File: src/rtl/sdma_pkg.sv
package sdma_pkg;

    localparam int HW_W       = 16;
    localparam int DESC_BYTES = 8;
    localparam int OWN_BIT    = 15;
    localparam int WRAP_BIT   = 13;
    localparam int OFS_LEN    = 2;
    localparam int OFS_AHI    = 4;
    localparam int OFS_ALO    = 6;

    typedef enum logic [3:0] {
        ST_IDLE,
        ST_RX_PRM,
        ST_RX_FLG,
        ST_RX_AHI,
        ST_RX_PUT,
        ST_RX_REL,
        ST_TX_PRM,
        ST_TX_FLG,
        ST_TX_LEN,
        ST_TX_AHI,
        ST_TX_ALO,
        ST_TX_FET,
        ST_TX_OUT,
        ST_TX_REL
    } state_e;

endpackage

File: src/rtl/sdma_ring_ptr.sv
module sdma_ring_ptr #(
    parameter int IDX_W = 16,
    parameter int STEP  = 8
) (
    input  logic             clk,
    input  logic             rst_n,
    input  logic             adv,
    input  logic             wrap,
    output logic [IDX_W-1:0] idx
);

    logic [IDX_W-1:0] idx_d, idx_q;

    always_comb begin
        idx_d = idx_q;
        if (adv) begin
            idx_d = wrap ? '0 : idx_q + IDX_W'(STEP);
        end
    end

    always_ff @(posedge clk or negedge rst_n) begin
        if (!rst_n) idx_q <= '0;
        else        idx_q <= idx_d;
    end

    assign idx = idx_q;


    idx_hold_chk: assert property (@(posedge clk) disable iff (!rst_n)
        !adv |=> $stable(idx));

endmodule

File: src/rtl/sdma_evt_bit.sv
module sdma_evt_bit (
    input  logic clk,
    input  logic rst_n,
    input  logic set,
    input  logic clr,
    output logic q
);

    logic evt_d, evt_q;

    always_comb begin
        evt_d = evt_q;
        if (clr) evt_d = 1'b0;
        if (set) evt_d = 1'b1;
    end

    always_ff @(posedge clk or negedge rst_n) begin
        if (!rst_n) evt_q <= 1'b0;
        else        evt_q <= evt_d;
    end

    assign q = evt_q;


    evt_clear_chk: assert property (@(posedge clk) disable iff (!rst_n)
        clr && !set |=> !q);

endmodule

File: src/rtl/sdma_ring_engine.sv
module sdma_ring_engine
    import sdma_pkg::*;
#(
    parameter int DR_AW    = 16,
    parameter int DM_AW    = 32,
    parameter int PRM_BASE = 0
) (
    input  logic             clk,
    input  logic             rst_n,
    input  logic             rx_en,
    input  logic             tx_en,
    input  logic             mask_rx,
    input  logic             evt_w1c,
    output logic             dr_en,
    output logic             dr_we,
    output logic [DR_AW-1:0] dr_addr,
    output logic [HW_W-1:0]  dr_wdata,
    input  logic [HW_W-1:0]  dr_rdata,
    output logic             dm_en,
    output logic             dm_we,
    output logic [DM_AW-1:0] dm_addr,
    output logic [7:0]       dm_wdata,
    input  logic [7:0]       dm_rdata,
    input  logic             rx_valid,
    input  logic [7:0]       rx_data,
    output logic             rx_ready,
    output logic             tx_valid,
    output logic [7:0]       tx_data,
    input  logic             tx_ready,
    output logic             irq
);

    localparam int NRING = 2;
    localparam logic [DR_AW-1:0] PRM_RX = DR_AW'(PRM_BASE);
    localparam logic [DR_AW-1:0] PRM_TX = DR_AW'(PRM_BASE + 2);
    localparam logic [HW_W-1:0]  OWN_CLR = ~(HW_W'(1) << OWN_BIT);

    typedef struct packed {
        state_e           st;
        logic [DR_AW-1:0] base;
        logic [HW_W-1:0]  flag;
        logic [HW_W-1:0]  len;
        logic [31:0]      bufa;
        logic [HW_W-1:0]  cnt;
        logic [7:0]       txb;
    } core_t;

    core_t cur_q, nxt_d;

    logic [NRING-1:0] adv, wrap;
    logic [DR_AW-1:0] idx [NRING];
    logic             evt_set, evt_pend;

    for (genvar g = 0; g < NRING; g++) begin : g_ring
        sdma_ring_ptr #(.IDX_W(DR_AW), .STEP(DESC_BYTES)) u_ptr (
            .clk   (clk),
            .rst_n (rst_n),
            .adv   (adv[g]),
            .wrap  (wrap[g]),
            .idx   (idx[g])
        );
    end

    sdma_evt_bit u_evt (
        .clk   (clk),
        .rst_n (rst_n),
        .set   (evt_set),
        .clr   (evt_w1c),
        .q     (evt_pend)
    );

    logic [DR_AW-1:0] rx_ptr, tx_ptr;
    logic             rx_go;
    logic [HW_W-1:0]  cnt_inc;

    assign rx_ptr  = cur_q.base + idx[0];
    assign tx_ptr  = cur_q.base + idx[1];
    assign rx_go   = rx_en && mask_rx && !evt_pend && rx_valid;
    assign cnt_inc = cur_q.cnt + HW_W'(1);

    always_comb begin
        nxt_d    = cur_q;
        dr_en    = 1'b0;
        dr_we    = 1'b0;
        dr_addr  = '0;
        dr_wdata = '0;
        dm_en    = 1'b0;
        dm_we    = 1'b0;
        dm_addr  = '0;
        dm_wdata = '0;
        rx_ready = 1'b0;
        tx_valid = 1'b0;
        adv      = '0;
        wrap     = '0;
        evt_set  = 1'b0;
        unique case (cur_q.st)
            ST_IDLE: begin
                if (rx_go) begin
                    dr_en = 1'b1; dr_addr = PRM_RX; nxt_d.st = ST_RX_PRM;
                end else if (tx_en) begin
                    dr_en = 1'b1; dr_addr = PRM_TX; nxt_d.st = ST_TX_PRM;
                end
            end
            ST_RX_PRM: begin
                nxt_d.base = DR_AW'(dr_rdata);
                dr_en = 1'b1; dr_addr = DR_AW'(dr_rdata) + idx[0];
                nxt_d.st = ST_RX_FLG;
            end
            ST_RX_FLG: begin
                nxt_d.flag = dr_rdata;
                dr_en = 1'b1; dr_addr = rx_ptr + DR_AW'(OFS_AHI);
                nxt_d.st = ST_RX_AHI;
            end
            ST_RX_AHI: begin
                nxt_d.bufa[31:16] = dr_rdata;
                dr_en = 1'b1; dr_addr = rx_ptr + DR_AW'(OFS_ALO);
                nxt_d.st = ST_RX_PUT;
            end
            ST_RX_PUT: begin
                rx_ready = 1'b1;
                dm_en = 1'b1; dm_we = 1'b1; dm_wdata = rx_data;
                dm_addr = DM_AW'({cur_q.bufa[31:16], dr_rdata});
                dr_en = 1'b1; dr_we = 1'b1; dr_wdata = HW_W'(1);
                dr_addr = rx_ptr + DR_AW'(OFS_LEN);
                nxt_d.st = ST_RX_REL;
            end
            ST_RX_REL: begin
                dr_en = 1'b1; dr_we = 1'b1; dr_addr = rx_ptr;
                dr_wdata = cur_q.flag & OWN_CLR;
                adv[0] = 1'b1; wrap[0] = cur_q.flag[WRAP_BIT];
                evt_set = 1'b1;
                nxt_d.st = ST_IDLE;
            end
            ST_TX_PRM: begin
                nxt_d.base = DR_AW'(dr_rdata);
                dr_en = 1'b1; dr_addr = DR_AW'(dr_rdata) + idx[1];
                nxt_d.st = ST_TX_FLG;
            end
            ST_TX_FLG: begin
                nxt_d.flag = dr_rdata;
                if (!dr_rdata[OWN_BIT]) begin
                    nxt_d.st = ST_IDLE;
                end else begin
                    dr_en = 1'b1; dr_addr = tx_ptr + DR_AW'(OFS_LEN);
                    nxt_d.st = ST_TX_LEN;
                end
            end
            ST_TX_LEN: begin
                nxt_d.len = dr_rdata;
                dr_en = 1'b1; dr_addr = tx_ptr + DR_AW'(OFS_AHI);
                nxt_d.st = ST_TX_AHI;
            end
            ST_TX_AHI: begin
                nxt_d.bufa[31:16] = dr_rdata;
                dr_en = 1'b1; dr_addr = tx_ptr + DR_AW'(OFS_ALO);
                nxt_d.st = ST_TX_ALO;
            end
            ST_TX_ALO: begin
                nxt_d.bufa[15:0] = dr_rdata;
                nxt_d.cnt = '0;
                if (cur_q.len == '0) begin
                    nxt_d.st = ST_TX_REL;
                end else begin
                    dm_en = 1'b1;
                    dm_addr = DM_AW'({cur_q.bufa[31:16], dr_rdata});
                    nxt_d.st = ST_TX_FET;
                end
            end
            ST_TX_FET: begin
                nxt_d.txb = dm_rdata;
                nxt_d.st = ST_TX_OUT;
            end
            ST_TX_OUT: begin
                tx_valid = 1'b1;
                if (tx_ready) begin
                    nxt_d.cnt = cnt_inc;
                    if (cnt_inc == cur_q.len) begin
                        nxt_d.st = ST_TX_REL;
                    end else begin
                        dm_en = 1'b1;
                        dm_addr = DM_AW'(cur_q.bufa + 32'(cnt_inc));
                        nxt_d.st = ST_TX_FET;
                    end
                end
            end
            ST_TX_REL: begin
                dr_en = 1'b1; dr_we = 1'b1; dr_addr = tx_ptr;
                dr_wdata = cur_q.flag & OWN_CLR;
                adv[1] = 1'b1; wrap[1] = cur_q.flag[WRAP_BIT];
                nxt_d.st = ST_IDLE;
            end
            default: nxt_d.st = ST_IDLE;
        endcase
    end

    always_ff @(posedge clk or negedge rst_n) begin
        if (!rst_n) begin
            cur_q    <= '0;
            cur_q.st <= ST_IDLE;
        end else begin
            cur_q <= nxt_d;
        end
    end

    assign tx_data = cur_q.txb;
    assign irq     = evt_pend;


    tx_hold_chk: assert property (@(posedge clk) disable iff (!rst_n)
        tx_valid && !tx_ready |=> tx_valid && $stable(tx_data));


    irq_after_release_chk: assert property (@(posedge clk) disable iff (!rst_n)
        $rose(irq) |-> $past(dr_we) && !$past(dr_wdata[OWN_BIT]));


    rx_gate_chk: assert property (@(posedge clk) disable iff (!rst_n)
        rx_ready |-> !irq);


    one_byte_per_desc_chk: assert property (@(posedge clk) disable iff (!rst_n)
        rx_ready |=> !rx_ready);

endmodule

File: config.mk
export PLATFORM = sky130hd
export DESIGN_NAME = sdma_ring_engine
export DESIGN_NICKNAME = d
export VERILOG_FILES = /design/src/rtl/sdma_pkg.sv /design/src/rtl/sdma_ring_ptr.sv /design/src/rtl/sdma_evt_bit.sv /design/src/rtl/sdma_ring_engine.sv
export SDC_FILE = /design/constraint.sdc
export NUM_CORES = 1
export LEC_CHECK = 0
export ABC_AREA = 1
export BUFFER_PORTS_ARGS = -buffer_cell sky130_fd_sc_hd__buf_2
export CAP_MARGIN = 20
export CORE_MARGIN = 8
export CORE_UTILIZATION = 60
export CTS_CLUSTER_SIZE = 12
export DETAILED_ROUTE_END_ITERATION = 8
export PLACE_DENSITY = 0.91
export SLEW_MARGIN = 40
export SYNTH_ARGS = -nofsm -noshare
export SYNTH_HDL_FRONTEND = slang
export SYNTH_SLANG_ARGS = --single-unit
File: constraint.sdc
create_clock -name clk -period 3.8 [get_ports clk]
set_input_delay 0.19 -clock clk [delete_from_list [all_inputs] [get_ports clk]]
set_output_delay 0.19 -clock clk [all_outputs]
set_load 0.02 [all_outputs]
Yosys cells after proc, flatten, opt, wreduce, memory -nomap -nowiden
Index checks and enable logic that the tools add are counted.

word-level totals
  register bits after elaboration = 140
  bits in latches = 0
  bits in read-only memories = 0
  memories = 0
  logic and storage cells = 95
  RAM bits = 0
  output and inout port bits = 87
  bits of input ports = 40

cells by class
  shift operators = 0
  add/sub/neg operators = 14
  equal/unequal tests = 16
  order comparisons = 0
  muxes and demuxes = 38
  bitwise operators = 0
  multiply operators = 0
  reductions and logical operators = 16
  div/mod/pow operators = 0

operators with widths
  kind                                                                   number
  16-bit one-hot mux with 11 select lines                                1
  32-bit 2-to-1 mux                                                      3
  32-bit one-hot mux with 3 select lines                                 1
  16-bit adder                                                           4
  16-bit by 3-bit adder with 16-bit output, second input constant        4
  16-bit 2-to-1 mux                                                      4
  4-bit one-hot mux with 12 select lines                                 1
  16-bit by 2-bit adder with 16-bit output, second input constant        2
  16-bit by 4-bit adder with 16-bit output, second input constant        2
  32-bit by 16-bit adder with 32-bit output                              1
  16-bit one-hot mux with 2 select lines                                 1
  15-bit one-hot mux with 2 select lines                                 1
  4-bit equality test, second input constant                             6
  16-bit by 1-bit adder with 16-bit output, second input constant        1
  16-bit equality test                                                   1
  4-bit by 3-bit equality test with 1-bit output, second input constant  4
  16-bit logical NOT                                                     1
  4-bit 2-to-1 mux                                                       4
  1-bit 2-to-1 mux                                                       15
  9-bit OR reduction                                                     1
  4-bit by 2-bit equality test with 1-bit output, second input constant  2
  8-bit 2-to-1 mux                                                       1
  2-bit OR reduction                                                     4
  3-bit 2-to-1 mux                                                       2
  other kinds (11)                                                       17

Depth between registers and ports, before layout
  depth in word-level cells = 5
  gate-level depth with buffers = 20
  gate-level depth less buffers = 20

Cells and area by module
Synthesis repeated with hierarchy kept, for this count alone.

second synthesis, totals
  cells, all modules = 2,182
  area total of the unflattened synthesis = 13,563.0 um^2

by module, submodules not included
  module            area an instance (um^2)  cells each  sequential area each (um^2)  instances
  sdma_ring_engine  12,051.6                 1,975       2,677.6                      1
  sdma_ring_ptr     735.7                    101         325.3                        2
  sdma_evt_bit      40.0                     5           25.0                         1

Least setup slack after synthesis
Ideal clock, no wire load.

  path kind = reg2out
  start = register cur_q[106] (netlist bit)
  end = output port dr_addr[10]
  buffers on the path = 1
  data arrival time = 2,824 ps
  slack = 786 ps
  required time = 3,610 ps
  stages on the path, launching flop included = 17
  cells stage by stage = dfrtp_1 -> inv_2 -> nor2_1 -> inv_2 -> nor2_1 -> clkbuf_1 -> nand2_1 -> o21ai_0 -> ha_1 -> a21oi_1 -> o21ai_0 -> a21oi_1 -> o21ai_0 -> o21ai_0 -> a21oi_1 -> nor3_1 -> nand3_1

on the way
  cells in the longest elaborated chain, start to end = 2
  elaborated cells on any way between the ends = 12
  those cells by class = 10 x eq/ne; 1 x mux; 1 x reduce/logical

ends and longest elaborated chain
  what                                               RTL line                 text
  start, declared                                    sdma_ring_engine.sv:48   core_t cur_q, nxt_d;
  start signal, assigned                             sdma_ring_engine.sv:201  cur_q <= nxt_d;
  4-bit equality test, or another cell as far along  sdma_ring_engine.sv:96   unique case (cur_q.st)
  16-bit one-hot mux with 11 select lines *          sdma_ring_engine.sv:96
  end, declared                                      sdma_ring_engine.sv:16   output logic [DR_AW-1:0] dr_addr,

Every way passes the cells marked *; elsewhere a longest branch is shown, timed or not.

Final worst setup path
  start = register cur_q[106] (netlist bit)
  end = output port dr_addr[9]

Same word-level chain as after synthesis.

==> impl_metrics.csv <==
group,metric,value,unit
detailed_routing,drc_errors,0,
power,power.density,804,nW/µm²
logic_synthesis,synth.area.top_cells,"dfrtp_1 27%, nand2_1 17%, inv_1 8.5%",
die,num_rows,52,
clock_tree,cts.clk_slew.worst_paths,0.06,ns
clock_tree,clock_latency,0.44,ns
status,status,"complete, but fails checks",
place,dpl_cell_area,13000,µm²
detailed_routing,initialDrtViolationCount,1754,
clock_tree,cts_max_level,4,
detailed_routing,routed_wl,44.2,mm
worst_setup_path,slowest_delay,0.43,ns
clock_tree,cts_root_buffer,"clkbuf_16",
logic_synthesis,synth_common_cells,"562 x nand2_1, 278 x inv_1, 166 x nor2_1",
detailed_routing,ant_nets,0,
grt,antenna_found_initial,1,
power,fin_total_pwr,11.4,mW
cells_and_area,nFillCells,1749,
place,port_buffers,125,
logic_synthesis,netlist-cell-type-count,52,
cells_and_area,insertedDiodeCount,0,
die,die_area,25200,µm²
logic_synthesis,syn_inst,1956,
grt,grt_pass1_wl,67.0,mm
worst_setup_path,worstPathRequired,3.61,ns
timing,setup_viol,0,
worst_setup_path,path_cells,"inv_2 -> nor2_4 -> inv_2 -> nor2_4 -> buf_8 -> o21ai_0 -> ha_1 -> a21o_1 -> o21bai_1 -> a21oi_1 -> xor2_1 -> o22ai_1 -> nor2_1 -> o211ai_1 -> buf_2",
worst_setup_path,worstSetupEndpointType,"output port",
worst_setup_path,critPathKind,"register to output port",
worst_setup_path,crit_buf_inv,4,
timing,max_freq,272,MHz
timing,slew_headroom,0.473,
timing,slew_viol_final,0,
logic_synthesis,yosysWarningCount,0,
logic_synthesis,avgSynthCellArea,6.24,µm²
power,leakage,7.38,nW
logic_synthesis,yosysMostFrequentCell,"nand2_1",
cells_and_area,final_area,14200,µm²
worst_setup_path,cp_slowest_cell,"dfrtp_1",
status,violations,"negative hold slack",
logic_synthesis,synth_edf_count,0,
timing,fin_crit_sh,0.967,
detailed_routing,vias,14021,
logic_synthesis,synthArstFlopShare,1.00,
logic_synthesis,syn-cell-area,12200,µm²
grt,gr-usage-all-layers,0.344,
clock_tree,cts_made_buffers,17,
detailed_routing,drtPass1Iterations,6,
worst_setup_path,cp.arrival,3.49,ns
grt,grt_overflow,0,
logic_synthesis,seq_area_frac_synth,0.275,
die,start_util,0.608,
worst_setup_path,critPathMaxFanout,7,
cells_and_area,multi_input_area,7790,µm²
place,placedCellCount,2314,
cells_and_area,drive_above_1_share,0.142,
timing,worst_clock_skew,0.0102,ns
cells_and_area,layout.cells.non_filler,2363,
clock_tree,clk_path_buf_depth,2,
die,die_h,159,µm
clock_tree,cts_sinks,134,
grt,grt_max_degree,84,
timing,rsz0062_at_grt,"true",
place,hpwlAfterDp,33.6,mm
timing,fin_crit,3.68,ns
flow_run,maxCapViolCount,0,
power,irDropWorstVdd,566,µV
place,routabilityCongestion,1.02,
die,ioPinCount,127,
detailed_routing,route.detailed.wl_per_inst,18.7,µm
cells_and_area,final_nets,2183,
die,die_x,159,µm
worst_setup_path,worst_path_dominant_cell_family,"compound AO/OA/AOI/OAI gates",
timing,worst_pin_slew,0.784,ns
grt,grt_pass1_vias,12574,
logic_synthesis,ys.flop_type,"dfrtp_1",
logic_synthesis,synth_seq_cells,134,
timing,hold_viol,1,
logic_synthesis,yosysTopAreaCell,"dfrtp_1",
clock_tree,cts_tree,"done",
die,coreArea,20100,µm²
timing,hold_ws,-0.00967,ns
logic_synthesis,synth_top_area_frac,0.275,
worst_setup_path,start_kind,"register",
detailed_routing,post_drt_via_cell_ratio,5.93,
cells_and_area,syn_to_final_growth,15.9,%
min_path,hp-class,"input pin to register",
cells_and_area,seqCellArea,3350,µm²
==> layout by cell type, fill, tap and decap left out, drive strengths merged, types with 3 or more instances in the layout <==
| cell type | n |
|---|---|
| nand4 | 33 |
| xnor2 | 18 |
| o21bai | 6 |
| mux2 | 8 |
| ha | 62 |
| a21o | 4 |
| a21oi | 84 |
| nand3b | 6 |
| o2111ai | 4 |
| nand3 | 160 |
| buf | 148 |
| o21ai | 198 |
| o211ai | 8 |
| o22ai | 20 |
| clkbuf | 21 |
| nor2 | 181 |
| nor3 | 47 |
| dfrtp | 134 |
| or2 | 4 |
| clkinvlp | 3 |
| nor4 | 9 |
| inv | 299 |
| dlygate4sd3 | 5 |
| bufinv | 4 |
| nand2 | 567 |
| clkinv | 3 |
| a31oi | 9 |
| xor2 | 27 |
==> flip-flops by register name, summed over array words and instances (netlist names) <==
signal	count
g_ring.u_ptr.idx	26
cur_q	99
tx_data	8
u_evt.q	1
==> cell type report <==
cell class	instances	share of cell area
inverters	296	0.0785
flip-flops and latches	134	0.237
repair buffers	155	0.0651
well taps	270	0.0239
clock buffers	19	0.0313
clock inverters	13	0.0138
multi-input cells	1476	0.550
==> kinds of logic (layout without fill, tap and decap cells) <==
group,count (synthesis),after routing,synth area share
flops,134,134,0.275
fa+ha+maj,63,63,0.0652
xor+xnor,47,47,0.0366
mux,8,8,0.00738
buf+inv,347,483,0.112
other cells,1,2,0.000307
simple gates,1013,1013,0.353
compound gates,343,343,0.151
==> path summary, 6_finish.rpt <==
kind                                   from                 endpoint  slack, ns  cells past startpoint
min in group asynchronous             rst_n                cur_q[25]       0.35                      2
max in group asynchronous             rst_n                cur_q[44]       2.56                      3
worst min-delay path            dm_rdata[1]               tx_data[1]      -0.01                      2
worst max register to register   cur_q[105]  g_ring[1].u_ptr.idx[14]       0.95                     15
worst max-delay path             cur_q[106]               dr_addr[9]       0.12                     15
worst min register to register   tx_data[1]               tx_data[1]       0.51                      1
==> power breakdown <==
group	leakage, nW	switching (mW)	internal, mW
logic	5.39	4.76	2.22
clock network	0.301	0.683	1.12
registers	1.69	0.609	1.99
==> stage by stage <==
| step | utilization | worst slack (ns) | hold WS [ns] | setup TNS [ns] |
|---|---|---|---|---|
| finish | 0.704 | 0.124 | -0.00967 | 0 |
| global route | 0.704 | -0.0587 | 0.00783 | -0.279 |
| CTS | 0.684 | 0.00895 | 0.000475 | 0 |
| detailed placement | 0.649 | 0.354 | 0.282 | 0 |
| global placement | 0.649 | 0.387 | 0.283 | 0 |
| floorplan | - | 0.786 | -0.106 | 0 |
==> routing by layer <==
metal	global-route usage	vias up	share of wire
met1	0.473	6500	0.42
met2	0.526	794	0.43
li1	-	6617	-
met5	0	-	0.00029
met4	0.106	2	0.030
met3	0.0790	108	0.12
==> timing repair <==
item / in CTS / in global routing
hold buffers: 5 / 0
setup buffers: 0 / 10
resized for setup: 9 / 81
cloned: 0 / 2
endpoints found under the hold margin: 85 / 0
endpoints found under the setup margin: 10 / 43
pin swaps: 0 / 14
(Power assumes the default switching activity.)
